<file path="config.mk">
export PLATFORM = sky130hd
export DESIGN_NAME = irq_entry_seq
export DESIGN_NICKNAME = d
export VERILOG_FILES = /design/src/rtl/irq_entry_seq.sv
export SDC_FILE = /design/constraint.sdc
export NUM_CORES = 1
export LEC_CHECK = 0
export ABC_CLOCK_PERIOD_IN_PS = 7600
export BUFFER_PORTS_ARGS = -buffer_cell sky130_fd_sc_hd__buf_2
export CORE_AREA = 5 5 74 103
export CTS_CLUSTER_SIZE = 20
export DETAILED_ROUTE_END_ITERATION = 10
export DIE_AREA = 0 0 79 108
export PLACE_DENSITY = 0.8
export SYNTH_ARGS = -nofsm -noshare
export SYNTH_HDL_FRONTEND = slang
export SYNTH_SLANG_ARGS = --single-unit
</file>
<file path="constraint.sdc">
create_clock -name clk -period 7.6 [get_ports clk]
set_clock_uncertainty 0.1 [all_clocks]
set_input_delay 1.52 -clock clk [delete_from_list [all_inputs] [get_ports clk]]
set_output_delay 1.52 -clock clk [all_outputs]
set_load 0.01 [all_outputs]
</file>
<file path="src/rtl/irq_entry_seq.sv">
module irq_entry_seq #(
  parameter int          NUM_LINES    = 8,
  parameter bit          VECTOR_TABLE = 1'b1,
  parameter logic [15:0] TABLE_BASE   = 16'hFFE0
) (
  input  logic                 clk,
  input  logic                 rst_n,
  input  logic [NUM_LINES-1:0] irq_req,
  input  logic [NUM_LINES-1:0] irq_mask,
  input  logic                 gie,
  input  logic                 insn_boundary,
  input  logic [15:0]          pc_in,
  input  logic [15:0]          sp_in,
  input  logic [7:0]           mem_rdata,
  output logic [15:0]          mem_addr,
  output logic [7:0]           mem_wdata,
  output logic                 mem_we,
  output logic                 mem_re,
  output logic                 pc_load,
  output logic [15:0]          pc_new,
  output logic                 sp_load,
  output logic [15:0]          sp_new,
  output logic                 gie_clear,
  output logic [NUM_LINES-1:0] irq_ack,
  output logic                 busy
);
  localparam int LW = (NUM_LINES > 1) ? $clog2(NUM_LINES) : 1;

  typedef enum logic [2:0] {S_IDLE, S_PUSH_HI, S_PUSH_LO, S_RD_LO, S_RD_HI, S_DONE} state_t;

  state_t         state;
  logic [LW-1:0]  line_q, sel;
  logic [15:0]    pc_q, sp_q;
  logic [7:0]     lo_q;
  logic [NUM_LINES-1:0] pending;
  logic           take;

  assign pending = irq_req & irq_mask;
  assign take    = (state == S_IDLE) && insn_boundary && gie && (|pending);

  always_comb begin
    sel = '0;
    for (int i = NUM_LINES - 1; i >= 0; i--)
      if (pending[i]) sel = LW'(i);
  end

  wire [15:0] vec_addr  = TABLE_BASE + (16'(line_q) << 1);
  wire [15:0] slot_addr = TABLE_BASE + (16'(line_q) << 2);

  always_ff @(posedge clk or negedge rst_n) begin
    if (!rst_n) begin
      state  <= S_IDLE;
      line_q <= '0;
      pc_q   <= '0;
      sp_q   <= '0;
      lo_q   <= '0;
    end else begin
      case (state)
        S_IDLE: if (take) begin
          state  <= S_PUSH_HI;
          line_q <= sel;
          pc_q   <= pc_in;
          sp_q   <= sp_in;
        end
        S_PUSH_HI: state <= S_PUSH_LO;
        S_PUSH_LO: state <= VECTOR_TABLE ? S_RD_LO : S_DONE;
        S_RD_LO:   state <= S_RD_HI;
        S_RD_HI: begin
          lo_q  <= mem_rdata;
          state <= S_DONE;
        end
        default:   state <= S_IDLE;
      endcase
    end
  end

  always_comb begin
    case (state)
      S_PUSH_HI: mem_addr = sp_q - 16'd1;
      S_PUSH_LO: mem_addr = sp_q - 16'd2;
      S_RD_LO:   mem_addr = vec_addr;
      S_RD_HI:   mem_addr = vec_addr + 16'd1;
      default:   mem_addr = '0;
    endcase
  end

  assign mem_wdata = (state == S_PUSH_HI) ? pc_q[15:8] : (state == S_PUSH_LO) ? pc_q[7:0] : 8'h00;
  assign mem_we    = (state == S_PUSH_HI) || (state == S_PUSH_LO);
  assign mem_re    = (state == S_RD_LO) || (state == S_RD_HI);
  assign pc_load   = (state == S_DONE);
  assign sp_load   = (state == S_DONE);
  assign pc_new    = VECTOR_TABLE ? {mem_rdata, lo_q} : slot_addr;
  assign sp_new    = sp_q - 16'd2;
  assign gie_clear = (state == S_PUSH_HI);
  assign irq_ack   = (state == S_PUSH_HI) ? (NUM_LINES'(1) << line_q) : '0;
  assign busy      = (state != S_IDLE);

  p_accept_gated_r2: assert property (@(posedge clk) disable iff (!rst_n)
    $rose(busy) |-> $past(gie && insn_boundary && (|(irq_req & irq_mask))));

  p_ack_onehot_r4: assert property (@(posedge clk) disable iff (!rst_n)
    $onehot0(irq_ack) && ((|irq_ack) == gie_clear));

  p_push_order_r5: assert property (@(posedge clk) disable iff (!rst_n)
    $rose(mem_we) |=> mem_we && (mem_addr == $past(mem_addr) - 16'd1));

  p_strobe_excl_r7: assert property (@(posedge clk) disable iff (!rst_n)
    !(mem_we && mem_re) && !(pc_load && (mem_we || mem_re)));

  p_end_r9: assert property (@(posedge clk) disable iff (!rst_n)
    pc_load |=> !busy);

  p_first_r4: assert property (@(posedge clk) disable iff (!rst_n)
    $rose(busy) |-> gie_clear && mem_we);
endmodule

</file>
# ---- After elaboration in Yosys (flattened, before gate mapping)
# Index checks and enable logic that the tools add are counted.
dict set report totals {
  out_inout_bits 70
  n_memories 0
  ramBits 0
  latch_bits 0
  in_bits 60
  mem_bits_ro 0
  ff_bits 46
}
dict set report classes {
  n_mux 14
  n_reduce_logical 9
  n_addsub 4
  magnitude_cmp 0
  n_eq_ne 6
  n_shift 1
  n_div 0
  multipliers 0
  n_bitwise 1
}
# op n
set ops {}
lappend ops {{case mux 16 bit (4 select lines)} 1}
lappend ops {{two-way mux 3 bit} 9}
lappend ops {{two-way mux 8 bit} 3}
lappend ops {{subtractor 16 x 1 -> 16 bit, second input constant} 1}
lappend ops {{subtractor 16 x 2 -> 16 bit, second input constant} 1}
lappend ops {{case mux 3 bit (5 select lines)} 1}
lappend ops {{adder 7 x 2 -> 8 bit, second input constant} 1}
lappend ops {{AND 8 bit} 1}
lappend ops {{OR reduction 8 bit} 1}
lappend ops {{<< shifter 1 x 3 -> 8 bit, first input constant} 1}
lappend ops {{adder 6 x 5 -> 7 bit, first input constant} 1}
lappend ops {{== test 3 x 2 -> 1 bit, second input constant} 2}
lappend ops {{== test 3 bit, second input constant} 2}
lappend ops {{== test 3 x 1 -> 1 bit, second input constant} 1}
lappend ops {{logical AND 1 bit} 3}
lappend ops {{logical NOT 3 bit} 1}
lappend ops {{nonzero test 3 bit} 1}
lappend ops {{logical OR 1 bit} 2}
lappend ops {{!= test 2 bit, second input constant} 1}
lappend ops {{AND reduction 2 bit} 1}

# ---- Depth between registers and ports, before layout
dict set report logic_depth {
  ltp_word 9
  ltp_mapped 8
  mapped_depth_nobuf 6
}

# ---- Worst setup path before layout
# No wires, ideal clock.
dict set report synth_timing {
  kind {reg-to-output}
  start {register sp_q[1]}
  end {output port mem_addr[9]}
  required_ps 5980
  path_buffers 1
  arrival_ps 2011
  stages_incl_launch_ff 8
  slack_ps 3969
  path_cell_list {dfrtp_1 inv_1 ha_1 or4b_1 buf_2 o311ai_2 o31a_1 o221ai_1}
}
dict set report synth_via {
  elab_chain_len 2
  elab_cells_between_ends 3
  cone_classes {add/sub: 2; mux: 1}
}
# element line_no
set synth_lines {}
lappend synth_lines {{start: declaration} 33} ;# logic [15:0] pc_q, sp_q;
lappend synth_lines {{start signal: assignment} 63} ;# sp_q <= sp_in;
lappend synth_lines {{subtractor 16 x 2 -> 16 bit or subtractor 16 x 1 -> 16 bit (tied branches)} {80, 79}}
lappend synth_lines {{case mux 16 bit (4 select lines) *} 78} ;# case (state)
lappend synth_lines {{end: declaration} 15} ;# output logic [15:0] mem_addr,
# Mark *: on every way between the ends. The rest lies on a longest branch, timed or not.

# ---- Worst setup path in the final report
dict set report layout_timing {
  start {register state[0]}
  end {output port mem_addr[4]}
}
dict set report layout_via {
  elab_chain_len 2
  elab_cells_between_ends 5
  cone_classes {eq/ne: 4; mux: 1}
}
# element line_no
set layout_lines {}
lappend layout_lines {{start: declaration} 31} ;# state_t state;
lappend layout_lines {{start signal: assignment} 66} ;# S_PUSH_LO: state <= VECTOR_TABLE ? S_RD_LO : S_DONE;
lappend layout_lines {{== test 3 bit, or another cell as far along} 78}
lappend layout_lines {{case mux 16 bit (4 select lines) *} 78}
# Marked as above.

==> summary.txt <==
Yosys
  – Share of the synthesized area in the top cell type: 0.3585
  – Syn avg cell area: 9.279 um2
  – Post-synth cell types: 60
  – Cells after Synth: 346
  – Synth Cell Area: 3211 um2
  – Asr flop ratio synth: 1.000
  – Main synth FF type: dfrtp_1
  – Area contributors post-synth: dfrtp_1 36%, mux2_2 11%, nand2_1 5.6%
  – Register area share after synthesis: 0.3585
  – Count leader, synth: nand2_1
  – Post-synth EDFFs: 0
  – Synth warnings: 0
  – Syn Nets: 409
  – Yosys top cell by area: dfrtp_1
  – Most frequent cells after synthesis: 48 x nand2_1, 46 x dfrtp_1, 32 x mux2_2
  – #FFs+latches synth: 46

Floorplan
  – Die Y: 108 um
  – DIE AREA: 8532 um2
  – # IOs: 130
  – Initial Util: 0.4920
  – Core ar.: 6525 um2
  – Die X: 79 um
  – FP Rows: 35

Timing
  – Final setup vio count: 0
  – Final hold vios: 0
  – Crit path time final: 4.483 ns
  – Relative slew slack: 0.3304
  – Setup TNS: 0 ns
  – Fin crit share: 0.5898
  – PnR worst setup slack: 3.117 ns
  – Worst Tran Pin Value: 1.004 ns
  – RSZ-0062 raised after global routing: no
  – Maximum clock rate: 0.2231 GHz
  – Hold Worst Slack: 0.3775 ns
  – Max-slew violations: 0

Critical path
  – CP Launch Type: flip-flop
  – CP peak stage delay: 0.95 ns
  – Critical-path top delay cell: dfrtp_1
  – CP Data Arrival Time: 2.86 ns
  – Crit Reg-Reg Endpoint: sp_q[9]
  – Worst reg2reg path depth: 4
  – Worst setup path class: flip-flop to output port
  – Delay-heaviest family, CP: flip-flops
  – Crit-path cells: or3b_2, inv_1, a22oi_1, o41ai_1, buf_2
  – Crit Path Max Fanout: 31
  – Crit. End Element: output port
  – CP bufs+invs: 2
  – Worst flop-to-flop path startpoint: state[0]
  – Reg2reg setup slack: 4.99 ns
  – Critical Path RT: 5.98 ns

GRT
  – Total track usage: 0.1976
  – Largest net degree at the start of global routing: 47
  – Total gr overflow: 0
  – Vias in the first global route: 2922
  – Initial antenna violation count: 0
  – Global-route wire length before repair: 13.62 mm

Clocking
  – H-tree depth: 2
  – Clk_lat worst skew: 0.29 ns
  – TritonCTS clock tree: done
  – Clock Path Buffers: 2
  – CTS Buf Count: 5
  – Hold Buf Count CTS: 0
  – # resized after CTS: 0
  – Postcts setup bufs: 0
  – Clk sinks: 46
  – Root Driver: clkbuf_8
  – Clk pin slew, worst setup/hold paths: 0.09 ns

Min path
  – Worst hold stages: 2
  – Endpoint, Worst Hold: lo_q[4]
  – Hold Path Class: flip-flop to flip-flop
  – Hold Path Origin: lo_q[4]

Routing
  – Routed WL: 8.732 mm
  – Post-route ant nets: 0
  – 1st-iter DRT viols: 388
  – Drt via density: 5.867
  – Via count: 3045
  – DRC errors left: 0
  – Wirelength per Cell: 16.82 um
  – DR pass1 iterations: 5

Placement
  – Placement Setup Slack: 3.458 ns
  – Dpl cells: 512
  – Hpwl dp: 6.640 mm
  – GP Congestion: 0.8961
  – Port buffer count: 129

Layout
  – Finished Layout Cells: 519
  – Nets: 508
  – Share of post-route cells with drive strength above 1: 0.4045
  – N_diodes: 0
  – Area grow syn2layout: 17.89%

Pwr
  – Pwr Total: 1635 uW
  – Peak VDD IR: 0.2084 mV
  – Power Density: 432.0 nW/um2
  – P_leak: 0.001858 uW

Job
  – Max_cap viols: 0

Outcome
  – Status: completed
==> registers in the layout, summed over array words and instances (netlist names) <==
name	count
lo_q	8
state	3
sp_q	16
pc_q	16
line_q	3
==> cell families (layout without fill, tap and decap cells) <==
logic type / after synthesis / count (layout) / synth area share
and+or+nand+nor: 120 / 120 / 0.2007
muxes: 35 / 35 / 0.1216
buffers and inverters: 51 / 150 / 0.09587
DFF: 46 / 46 / 0.3585
xor gates and xnor gates: 14 / 14 / 0.03819
adders and majority gates: 3 / 3 / 0.01169
AOI/OAI and AO/OA: 77 / 77 / 0.1734
==> worst min-delay path, delay by kind of cell (launching register included) <==
family | cells | cell delay, ns
DFF | 1 | 0.35
and+or+nand+nor | 2 | 0.10
==> per-stage QoR <==
stage	area, um2	utilization
2_1_floorplan	3211	-
3_3_place_gp	3701	0.5672
3_5_place_dp	3701	0.5672
4_1_cts	3785	0.5801
5_1_grt	3785	0.5801
6_report	3785	0.5801
==> layout by cell type (no fill, tap or decap), types with 3 or more instances in the layout <==
master    instances
a22oi_1           6
nand2b_1          6
o21ai_0           8
xor2_1            5
mux2_2           32
or3b_2            3
inv_1            12
a21oi_1          17
a22o_1            8
ha_1              3
and4_1            3
dfrtp_1          46
buf_2           129
o22ai_1           3
nor3b_1           4
nand3_1           5
nand4_1           5
nor3_1            8
nand2_1          48
and2_1            3
xnor2_1           9
o32a_1            4
nor4_1            7
nor2_1           14
clkbuf_8          5
a31oi_1           4
a211oi_1          3
mux2i_1           3
==> report_power, final <==
part	internal (uW)	switching, uW	total (uW)	leakage, uW
Sequential	364	199	563	0.000554
Clock	62.9	81.6	145	0.0000362
Combinational	428	499	927	0.00127
==> cell type report <==
type | instances | area, um2
clock buffers | 5 | 68.82
fillers | 600 | 2740
inverters | 12 | 45.04
multi-input cells | 249 | 1752
well taps | 74 | 92.59
repair buffers | 131 | 660.6
clock inverters | 2 | 15.01
flip-flops and latches | 46 | 1151
==> per-layer routing <==
layer / wire length (um) / global-route usage
met1: 3343 / 0.2335
met2: 4460 / 0.3500
met3: 709 / 0.04167
met4: 218 / 0.07248
met5: 0 / 0
==> worst max-delay path by stage <==
stage | start | end | slack, ns | cells after the start
after floorplan | sp_q[1] | mem_addr[9] | 3.97 | 7
after global placement | state[0] | mem_addr[4] | 3.50 | 5
after detailed placement | state[0] | mem_addr[4] | 3.46 | 5
after CTS | state[0] | mem_addr[4] | 3.12 | 5
after global routing | state[0] | mem_addr[4] | 2.91 | 5
final | state[0] | mem_addr[4] | 3.12 | 5
No activity file was read; power rests on OpenSTA's default activity.
